$ cat config.mk
export PLATFORM = sky130hd
export DESIGN_NAME = dmac_chain
export DESIGN_NICKNAME = d
export VERILOG_FILES = /design/src/rtl/dmac_pkg.sv /design/src/rtl/dmac_regs.sv /design/src/rtl/dmac_engine.sv /design/src/rtl/dmac_chain.sv
export SDC_FILE = /design/constraint.sdc
export NUM_CORES = 1
export LEC_CHECK = 0
export CAP_MARGIN = 20
export CORE_MARGIN = 5
export CORE_UTILIZATION = 58
export DETAILED_ROUTE_END_ITERATION = 8
export PLACE_DENSITY_LB_ADDON = 0.05
export SYNTH_ARGS = -nofsm -noshare
export SYNTH_HDL_FRONTEND = slang
export SYNTH_SLANG_ARGS = --single-unit
$ cat constraint.sdc
create_clock -name clk -period 13.7 [get_ports clk]
set_input_delay 2.74 -clock clk [delete_from_list [all_inputs] [get_ports clk]]
set_output_delay 2.74 -clock clk [all_outputs]
set_load 0.1 [all_outputs]
$ cat src/rtl/dmac_pkg.sv
package dmac_pkg;
  localparam int unsigned DESC_WORDS = 8;
  localparam int unsigned KEPT_WORDS = 4;
  localparam int unsigned IDX_W      = $clog2(DESC_WORDS);

  localparam logic [2:0] RA_CTRL = 3'd0;
  localparam logic [2:0] RA_STAT = 3'd1;
  localparam logic [2:0] RA_NEXT = 3'd2;
  localparam logic [2:0] RA_SRC  = 3'd3;
  localparam logic [2:0] RA_DST  = 3'd4;
  localparam logic [2:0] RA_LEN  = 3'd5;

  localparam int unsigned SB_ACT  = 0;
  localparam int unsigned SB_DONE = 1;
  localparam int unsigned SB_HALT = 2;
  localparam int unsigned SB_ABRT = 3;
  localparam int unsigned SB_IRQ  = 4;

  typedef enum logic [2:0] {
    ST_IDLE, ST_FETCH, ST_CHECK, ST_READ, ST_WRITE, ST_LINK
  } eng_state_e;
endpackage

$ cat src/rtl/dmac_regs.sv
module dmac_regs
  import dmac_pkg::*;
#(
  parameter int unsigned AW = 32,
  parameter int unsigned DW = 32
) (
  input  logic          clk,
  input  logic          rst_n,
  input  logic          reg_we,
  input  logic [2:0]    reg_addr,
  input  logic [DW-1:0] reg_wdata,
  output logic [DW-1:0] reg_rdata,
  input  logic          eng_active,
  input  logic          set_done,
  input  logic          set_halt,
  input  logic          set_abort,
  input  logic          set_irq,
  input  logic          nxt_load,
  input  logic [AW-1:0] nxt_val,
  input  logic [AW-1:0] cur_src,
  input  logic [AW-1:0] cur_dst,
  input  logic [AW-1:0] cur_len,
  output logic          run,
  output logic          start,
  output logic [AW-1:0] next_addr,
  output logic [4:0]    status,
  output logic          irq
);
  logic          run_q, run_d;
  logic          done_q, done_d, halt_q, halt_d, abrt_q, abrt_d, irq_q, irq_d;
  logic [AW-1:0] next_q, next_d;
  logic          wr_ctrl, wr_stat, wr_next;

  assign wr_ctrl = reg_we && (reg_addr == RA_CTRL);
  assign wr_stat = reg_we && (reg_addr == RA_STAT);
  assign wr_next = reg_we && (reg_addr == RA_NEXT);

  assign start = wr_ctrl && reg_wdata[0] && !(eng_active || done_q || halt_q || abrt_q);

  always_comb begin
    run_d  = wr_ctrl ? reg_wdata[0] : run_q;
    done_d = set_done  || (done_q && !(wr_stat && reg_wdata[SB_DONE]));
    halt_d = set_halt  || (halt_q && !(wr_stat && reg_wdata[SB_HALT]));
    abrt_d = set_abort || (abrt_q && !(wr_stat && reg_wdata[SB_ABRT]));
    irq_d  = set_irq   || (irq_q  && !(wr_stat && reg_wdata[SB_IRQ]));
    next_d = next_q;
    if (nxt_load)     next_d = nxt_val;
    else if (wr_next) next_d = reg_wdata[AW-1:0];
  end

  always_ff @(posedge clk or negedge rst_n) begin
    if (!rst_n) begin
      run_q  <= 1'b0;
      done_q <= 1'b0;
      halt_q <= 1'b0;
      abrt_q <= 1'b0;
      irq_q  <= 1'b0;
      next_q <= '0;
    end else begin
      run_q  <= run_d;
      done_q <= done_d;
      halt_q <= halt_d;
      abrt_q <= abrt_d;
      irq_q  <= irq_d;
      if (nxt_load || wr_next) next_q <= next_d;
    end
  end

  assign status    = {irq_q, abrt_q, halt_q, done_q, eng_active};
  assign run       = run_q;
  assign next_addr = next_q;
  assign irq       = irq_q;

  always_comb begin
    case (reg_addr)
      RA_CTRL: reg_rdata = {{(DW-1){1'b0}}, run_q};
      RA_STAT: reg_rdata = {{(DW-5){1'b0}}, status};
      RA_NEXT: reg_rdata = next_q;
      RA_SRC:  reg_rdata = cur_src;
      RA_DST:  reg_rdata = cur_dst;
      RA_LEN:  reg_rdata = cur_len;
      default: reg_rdata = '0;
    endcase
  end
endmodule

$ cat src/rtl/dmac_engine.sv
module dmac_engine
  import dmac_pkg::*;
#(
  parameter int unsigned AW = 32,
  parameter int unsigned DW = 32
) (
  input  logic          clk,
  input  logic          rst_n,
  input  logic          start,
  input  logic          run,
  input  logic [AW-1:0] next_addr,
  output logic          active,
  output logic          set_done,
  output logic          set_halt,
  output logic          set_abort,
  output logic          set_irq,
  output logic          nxt_load,
  output logic [AW-1:0] nxt_val,
  output logic [AW-1:0] cur_src,
  output logic [AW-1:0] cur_dst,
  output logic [AW-1:0] cur_len,
  output logic          mem_req,
  output logic          mem_we,
  output logic [AW-1:0] mem_addr,
  output logic [DW-1:0] mem_wdata,
  input  logic          mem_ack,
  input  logic [DW-1:0] mem_rdata
);
  localparam int unsigned ALIGN_W = $clog2(DESC_WORDS) + 2;
  localparam logic [IDX_W-1:0] LAST_IDX = IDX_W'(DESC_WORDS - 1);

  eng_state_e     state_q, state_d;
  logic [IDX_W-1:0] idx_q;
  logic [AW-1:0]  base_q, base_d, src_q, dst_q, len_q;
  logic [DW-1:0]  buf_q;
  logic [DW-1:0]  word_q [KEPT_WORDS];
  logic           ien_q;
  logic           idx_clr, idx_inc, base_ld, cap, ld_work, step, buf_ld;

  always_comb begin
    state_d   = state_q;
    base_d    = base_q;
    idx_clr   = 1'b0;
    idx_inc   = 1'b0;
    base_ld   = 1'b0;
    cap       = 1'b0;
    ld_work   = 1'b0;
    step      = 1'b0;
    buf_ld    = 1'b0;
    set_done  = 1'b0;
    set_halt  = 1'b0;
    set_abort = 1'b0;
    set_irq   = 1'b0;
    mem_req   = 1'b0;
    mem_we    = 1'b0;
    mem_addr  = '0;
    case (state_q)
      ST_IDLE: if (start) begin
        if (next_addr[ALIGN_W-1:0] != '0) set_abort = 1'b1;
        else begin
          base_d = next_addr; base_ld = 1'b1; idx_clr = 1'b1; state_d = ST_FETCH;
        end
      end
      ST_FETCH: begin
        mem_req  = 1'b1;
        mem_addr = base_q + {{(AW-IDX_W-2){1'b0}}, idx_q, 2'b00};
        if (mem_ack) begin
          cap     = 1'b1;
          idx_inc = 1'b1;
          if (!run) begin set_halt = 1'b1; state_d = ST_IDLE; end
          else if (idx_q == LAST_IDX) state_d = ST_CHECK;
        end
      end
      ST_CHECK: begin
        if (word_q[3][1:0] != 2'b00) begin set_abort = 1'b1; state_d = ST_IDLE; end
        else if (!run) begin set_halt = 1'b1; state_d = ST_IDLE; end
        else begin
          ld_work = 1'b1;
          state_d = (word_q[3] == '0) ? ST_LINK : ST_READ;
        end
      end
      ST_READ: begin
        mem_req  = 1'b1;
        mem_addr = src_q;
        if (mem_ack) begin
          buf_ld  = 1'b1;
          state_d = run ? ST_WRITE : ST_IDLE;
          set_halt = !run;
        end
      end
      ST_WRITE: begin
        mem_req  = 1'b1;
        mem_we   = 1'b1;
        mem_addr = dst_q;
        if (mem_ack) begin
          step = 1'b1;
          if (!run) begin set_halt = 1'b1; state_d = ST_IDLE; end
          else if (len_q == AW'(4)) state_d = ST_LINK;
          else state_d = ST_READ;
        end
      end
      ST_LINK: begin
        if (word_q[0] == '0) begin
          set_done = 1'b1; set_irq = ien_q; state_d = ST_IDLE;
        end else if (!run) begin
          set_halt = 1'b1; state_d = ST_IDLE;
        end else if (word_q[0][ALIGN_W-1:0] != '0) begin
          set_abort = 1'b1; state_d = ST_IDLE;
        end else begin
          base_d = word_q[0]; base_ld = 1'b1; idx_clr = 1'b1; state_d = ST_FETCH;
        end
      end
      default: state_d = ST_IDLE;
    endcase
  end

  always_ff @(posedge clk or negedge rst_n) begin
    if (!rst_n) begin
      state_q <= ST_IDLE;
      idx_q   <= '0;
      base_q  <= '0;
      src_q   <= '0;
      dst_q   <= '0;
      len_q   <= '0;
      buf_q   <= '0;
      ien_q   <= 1'b0;
    end else begin
      state_q <= state_d;
      if (idx_clr)      idx_q <= '0;
      else if (idx_inc) idx_q <= idx_q + 1'b1;
      if (base_ld) base_q <= base_d;
      if (buf_ld)  buf_q  <= mem_rdata;
      if (cap && idx_q == IDX_W'(4)) ien_q <= mem_rdata[0];
      if (ld_work) begin
        src_q <= word_q[1];
        dst_q <= word_q[2];
        len_q <= word_q[3];
      end else if (step) begin
        src_q <= src_q + AW'(4);
        dst_q <= dst_q + AW'(4);
        len_q <= len_q - AW'(4);
      end
    end
  end

  for (genvar g = 0; g < KEPT_WORDS; g++) begin : g_word
    always_ff @(posedge clk or negedge rst_n) begin
      if (!rst_n)                          word_q[g] <= '0;
      else if (cap && idx_q == IDX_W'(g))  word_q[g] <= mem_rdata;
    end
  end

  assign active    = (state_q != ST_IDLE);
  assign mem_wdata = buf_q;
  assign nxt_load  = cap && (idx_q == '0);
  assign nxt_val   = mem_rdata;
  assign cur_src   = src_q;
  assign cur_dst   = dst_q;
  assign cur_len   = len_q;
endmodule

$ cat src/rtl/dmac_chain.sv
module dmac_chain
  import dmac_pkg::*;
#(
  parameter int unsigned AW = 32,
  parameter int unsigned DW = 32
) (
  input  logic          clk,
  input  logic          rst_n,
  input  logic          reg_we,
  input  logic [2:0]    reg_addr,
  input  logic [DW-1:0] reg_wdata,
  output logic [DW-1:0] reg_rdata,
  output logic          mem_req,
  output logic          mem_we,
  output logic [AW-1:0] mem_addr,
  output logic [DW-1:0] mem_wdata,
  input  logic          mem_ack,
  input  logic [DW-1:0] mem_rdata,
  output logic          irq
);
  logic [1:0]    rst_sync_q;
  logic          rst_int_n;
  logic          run, start, eng_active;
  logic          set_done, set_halt, set_abort, set_irq, nxt_load;
  logic [AW-1:0] next_addr, nxt_val, cur_src, cur_dst, cur_len;
  logic [4:0]    status;

  always_ff @(posedge clk or negedge rst_n) begin
    if (!rst_n) rst_sync_q <= 2'b00;
    else        rst_sync_q <= {rst_sync_q[0], 1'b1};
  end
  assign rst_int_n = rst_sync_q[1];

  dmac_regs #(.AW(AW), .DW(DW)) u_regs (
    .clk(clk), .rst_n(rst_int_n),
    .reg_we(reg_we), .reg_addr(reg_addr), .reg_wdata(reg_wdata), .reg_rdata(reg_rdata),
    .eng_active(eng_active), .set_done(set_done), .set_halt(set_halt),
    .set_abort(set_abort), .set_irq(set_irq), .nxt_load(nxt_load), .nxt_val(nxt_val),
    .cur_src(cur_src), .cur_dst(cur_dst), .cur_len(cur_len),
    .run(run), .start(start), .next_addr(next_addr), .status(status), .irq(irq)
  );

  dmac_engine #(.AW(AW), .DW(DW)) u_engine (
    .clk(clk), .rst_n(rst_int_n),
    .start(start), .run(run), .next_addr(next_addr), .active(eng_active),
    .set_done(set_done), .set_halt(set_halt), .set_abort(set_abort), .set_irq(set_irq),
    .nxt_load(nxt_load), .nxt_val(nxt_val),
    .cur_src(cur_src), .cur_dst(cur_dst), .cur_len(cur_len),
    .mem_req(mem_req), .mem_we(mem_we), .mem_addr(mem_addr), .mem_wdata(mem_wdata),
    .mem_ack(mem_ack), .mem_rdata(mem_rdata)
  );
endmodule

==> After elaboration in Yosys (flattened, before gate mapping) <==
Cells that the tools add are included.
Widths: inputs -> output; s select.
{ "word_totals": {"ff_bits": 334, "latch_bits": 0, "mem_bits_rw": 0, "romBits": 0, "inputBits": 71, "out_inout_bits": 99, "elab_cells": 166, "memories": 0} }
{ "classes": {"add_sub_neg": 5, "n_mul": 0, "div": 0, "n_lt_le_gt_ge": 0, "n_eq_ne": 25, "n_shift": 0, "n_mux": 67, "n_bitwise": 0, "reduce_logical": 50} }
{ "ops": {"columns": ["op", "n"], "rows": [
  ["$mux 32", 13],
  ["$pmux 32 s6", 1],
  ["$pmux 32 s3", 1],
  ["$add 32x3->32 const B", 2],
  ["$logic_not 32->1", 2],
  ["$pmux 32 s2", 1],
  ["$mux 3", 17],
  ["$add 32x5->32", 1],
  ["$eq 32x3->1 const B", 1],
  ["$sub 32x3->32 const B", 1],
  ["$mux 1", 30],
  ["$eq 3x2->1 const B", 6],
  ["$eq 3x3->1 const B", 6],
  ["$logic_and 1x1->1", 18],
  ["$pmux 3 s6", 1],
  ["$ne 2x2->1 const B", 7],
  ["$reduce_bool 2->1", 5],
  ["$reduce_bool 5->1", 2],
  ["$eq 3x1->1 const B", 3],
  ["$logic_not 3->1", 3],
  ["$logic_or 1x1->1", 8],
  ["$reduce_and 7->1", 1],
  ["$logic_not 1->1", 6],
  ["$reduce_and 6->1", 1],
  ["other kinds (10)", 10]
]} }

==> Logic depth before layout (Yosys ltp) <==
{ "logic_depth": {"depth_word": 9, "mapped_depth": 9, "ltp_nobuf": 8} }

==> Modules after synthesis <==
Synthesis repeated with hierarchy kept, for this count alone.
{ "unflattened": {"cells_unflattened": 1730, "hier_area_um2": 17894.7} }
{ "modules_own_cells": {"columns": ["module", "n_inst", "cells_each", "area_each_um2", "seq_area_each_um2"], "rows": [
  ["dmac_engine", 1, 1439, 15025.7, 7382.1],
  ["dmac_regs", 1, 288, 2815.2, 925.9],
  ["dmac_chain", 1, 3, 53.8, 50.0]
]} }

==> Worst setup path after synthesis <==
OpenSTA, ideal clock, no wires.
{ "synth_path": {"path_kind": "input -> output", "from": "input port reg_addr[0]", "to": "output port reg_rdata[24]", "arrival_ns": 5.252, "required_time_ns": 10.960, "setup_slack_ns": 5.708, "cell_stages": 5, "n_path_buf": 3, "cell_sequence": "buf_1 buf_2 buf_2 mux2i_1 o22ai_1"} }
{ "synth_via": {"elab_chain_cells": 2, "elab_cells_between_ends": 7, "classes_between": "eq/ne (5); mux (1); reduce/logical (1)"} }
{ "synth_lines": {"columns": ["element", "line_no", "text"], "rows": [
  ["from (decl)", "dmac_chain.sv:10", "input logic [2:0] reg_addr,"],
  ["$eq 3x3->1 (tied with other cells)", "dmac_regs.sv:75", "case (reg_addr)"],
  ["$pmux 32 s6 (*)", "dmac_regs.sv:75", null],
  ["to (decl)", "dmac_chain.sv:12", "output logic [DW-1:0] reg_rdata,"]
]} }
Mark *: on every way between the ends. The rest lies on a longest branch, timed or not.

==> Worst setup path in the final report <==
{ "layout_path": {"from": "input port reg_addr[0]", "to": "output port reg_rdata[1]"} }
Same word-level chain as after synthesis.

==> impl_metrics.toml <==
[worst_setup_path]
reg2reg_depth = 6
worstSetupStartpoint = "reg_addr[0]"
arrival_ps = 5450
path_class = "in2out"
crit_required_ps = 10960
cp-start-kind = "input port"
r2r_start = "u_engine.state_q[1]"
endpoint_kind = "output port"
crit_fanout = 67

[sta]
tightest_slew_ps = 1090
setup_viol = 0
hold_ws_ps = 356
fmax_mhz = 122
rsz0062_at_grt = "no"
slew_headroom_pct = 27.5
timing.final.crit_share_pct = 59.8
final.setup.worst_slack_ps = 5510
setup_tns_ps = 0
finalCriticalPeriod_ps = 8190
fin_skew_ps = 14.9
hold_viol = 0
drv_slew = 0

[yosys]
synth_seq_area_share_pct = 48.2
synth_top_area_share_pct = 48.2
synth_edf_count = 0
yosysTopAreaCell = "dfrtp_1"
avgSynthCellArea_um2 = 10.1
synthFlopType = "dfrtp_1"
async_flop_share_pct = 100
postSynthCellCount = 1719
ys_seq_elements = 334
netlist_top_cells_area = "dfrtp_1, mux2_2, nand2_1, mux2i_1, o21ai_0"
netlist_area_um2 = 17300
syn_nets = 1804
yosys_warnings = 0
synthDistinctLibCells = 68

[clock_network]
clk_path_buf_depth = 3
post_cts_buffers = 0
clock_latency_ps = 520
cts_hold_buffers = 0
cts_tree = "done"
clk_pin_slew_worst_paths_ps = 60
cts_resized = 0
h-tree-depth = 2
root_buffer = "clkbuf_16"
clkSinkCount = 334
numCtsBuffers = 37

[grt]
grt_max_degree = 108
grt_pass1_wl_um = 85200
antenna_found_initial = 4
grtUsageTotal_pct = 32.7
grt_pass1_vias = 14100
overflow = 0

[finish]
final_cell_mix = "dfrtp_1, nand2_1, clkdlybuf4s50_1"
multi_input_area_um2 = 8450
drive_gt1_share_pct = 14.1
nNetsFinal = 1920
final_area_um2 = 20500
antenna-diode-count = 0
final_common_cell = "dfrtp_1"
seq_area_um2 = 8360
syn2layout_area_growth_pct = 18.4
fillers = 2341

[route]
num_vias = 14700
wl_per_cell_um = 24.6
postRouteAntennaNets = 0
drtPass1Iterations = 6
routed_via_density = 6.53
wl_um = 55400
drc = 0
drt-initial-drc-count = 1811

[die]
dieArea_um2 = 33400
start_util_pct = 58.6
coreArea_um2 = 29600
die_w_um = 183
pin_count = 170
die_h_um = 183
rows = 63

[power]
ir_worst_vdd_v = 0.000258
power_density_nw_per_um2 = 250
leakagePower_nw = 8.80
power.total_w = 0.00514

[outcome]
outcome = "completed"

[hold_path]
min_from = "rst_sync_q[0]"
hold_depth = 0
hold_path_class = "reg2reg"

[placement]
dp_hpwl_um = 39500
io_buffers = 169
place.gp.congestion = 0.954
pre_cts_ws_ps = 5520
placed_area_um2 = 19200

[job]
cap_violations = 0
==> logic make-up (layout without fill, tap and decap cells) <==
family	count (synthesis)	in the layout	synth area share [%]
fa+ha+maj	14	14	1.05
mux	254	254	15.9
simple gates	605	605	16.4
buf+inv	138	281	3.31
xor+xnor	41	41	2.07
compound gates	332	332	13.0
flops	334	334	48.2
other cells	1	1	0.0216
==> power by group <==
part,internal [W],switching (W),total (W),leakage [nW]
Clock,0.000611,0.000402,0.00101,0.612
Sequential,0.00141,0.000544,0.00195,4.23
Combinational,0.000729,0.00144,0.00217,3.96
Total,0.00275,0.00239,0.00514,8.80
==> worst max-delay path: stages <==
cell	delay, ps
buf_4	770
nor2b_1	390
a22oi_1	150
o22ai_1	180
clkdlybuf4s50_1	1190
==> per-layer routing <==
layer	vias up	track usage, %	part of all wire [%]
met5	-	0	0
met1	7323	49.6	43
li1	6544	-	-
met2	748	49.0	44
met4	0	7.09	2.2
met3	91	6.88	11
==> sequential cells by signal, summed over array words and instances (netlist names), 2 cells and up <==
signal and cells:
rst_sync_q 2, u_engine.base_q 32, u_engine.cur_dst 32, u_engine.cur_len 32, u_engine.cur_src 32, u_engine.idx_q 3, u_engine.mem_wdata 32, u_engine.state_q 3
u_engine.word_q 128, u_regs.next_addr 32
==> synth_stat cells (all sizes together), types with 3 or more instances <==
cell type    n
nand4       29
o31a         3
or2          4
a31oi        9
nand3       56
and3        14
dfrtp      334
o211ai      26
clkbuf      69
mux2i       94
nor4        27
a221o       22
or4         14
nor2        50
nor2b       12
a22oi       47
ha          13
xor2        20
and2         9
o22ai       33
inv         23
o21ai      114
a32oi        3
o311ai      24
a22o         4
nor3b        3
xnor2       21
nor3        34
mux2       159
nand2      316
a211o        4
and4         7
buf         46
o311a        3
a31o         3
a21oi       15
nand2b       8
or3         13
o2111ai      3
==> layout make-up <==
type                       instances  share of cell area [%]
sequential                       334                    40.7
timing repair buffer             192                    9.26
clock inverter                    13                   0.731
multi-input combinational       1247                    41.2
inverter                          23                   0.421
tap                              390                    2.38
clock buffer                      53                    5.30
==> per-stage QoR <==
stage | utilization [%] | instances
after floorplan | - | 1719
after global routing | 69.4 | 2252
final | 69.4 | 2252
after global placement | 65.1 | 2184
after CTS | 69.3 | 2250
after detailed placement | 65.1 | 2184
==> final timing paths <==
path	slack, ps	end
min reg2reg	360	rst_sync_q[1]
min	360	rst_sync_q[1]
max	5510	reg_rdata[1]
max reg2reg	10630	u_engine.cur_len[21]
min in group asynchronous	440	u_engine.word_q[12]
max in group asynchronous	10890	u_regs.halt_q
No activity file was read; power rests on OpenSTA's default activity.
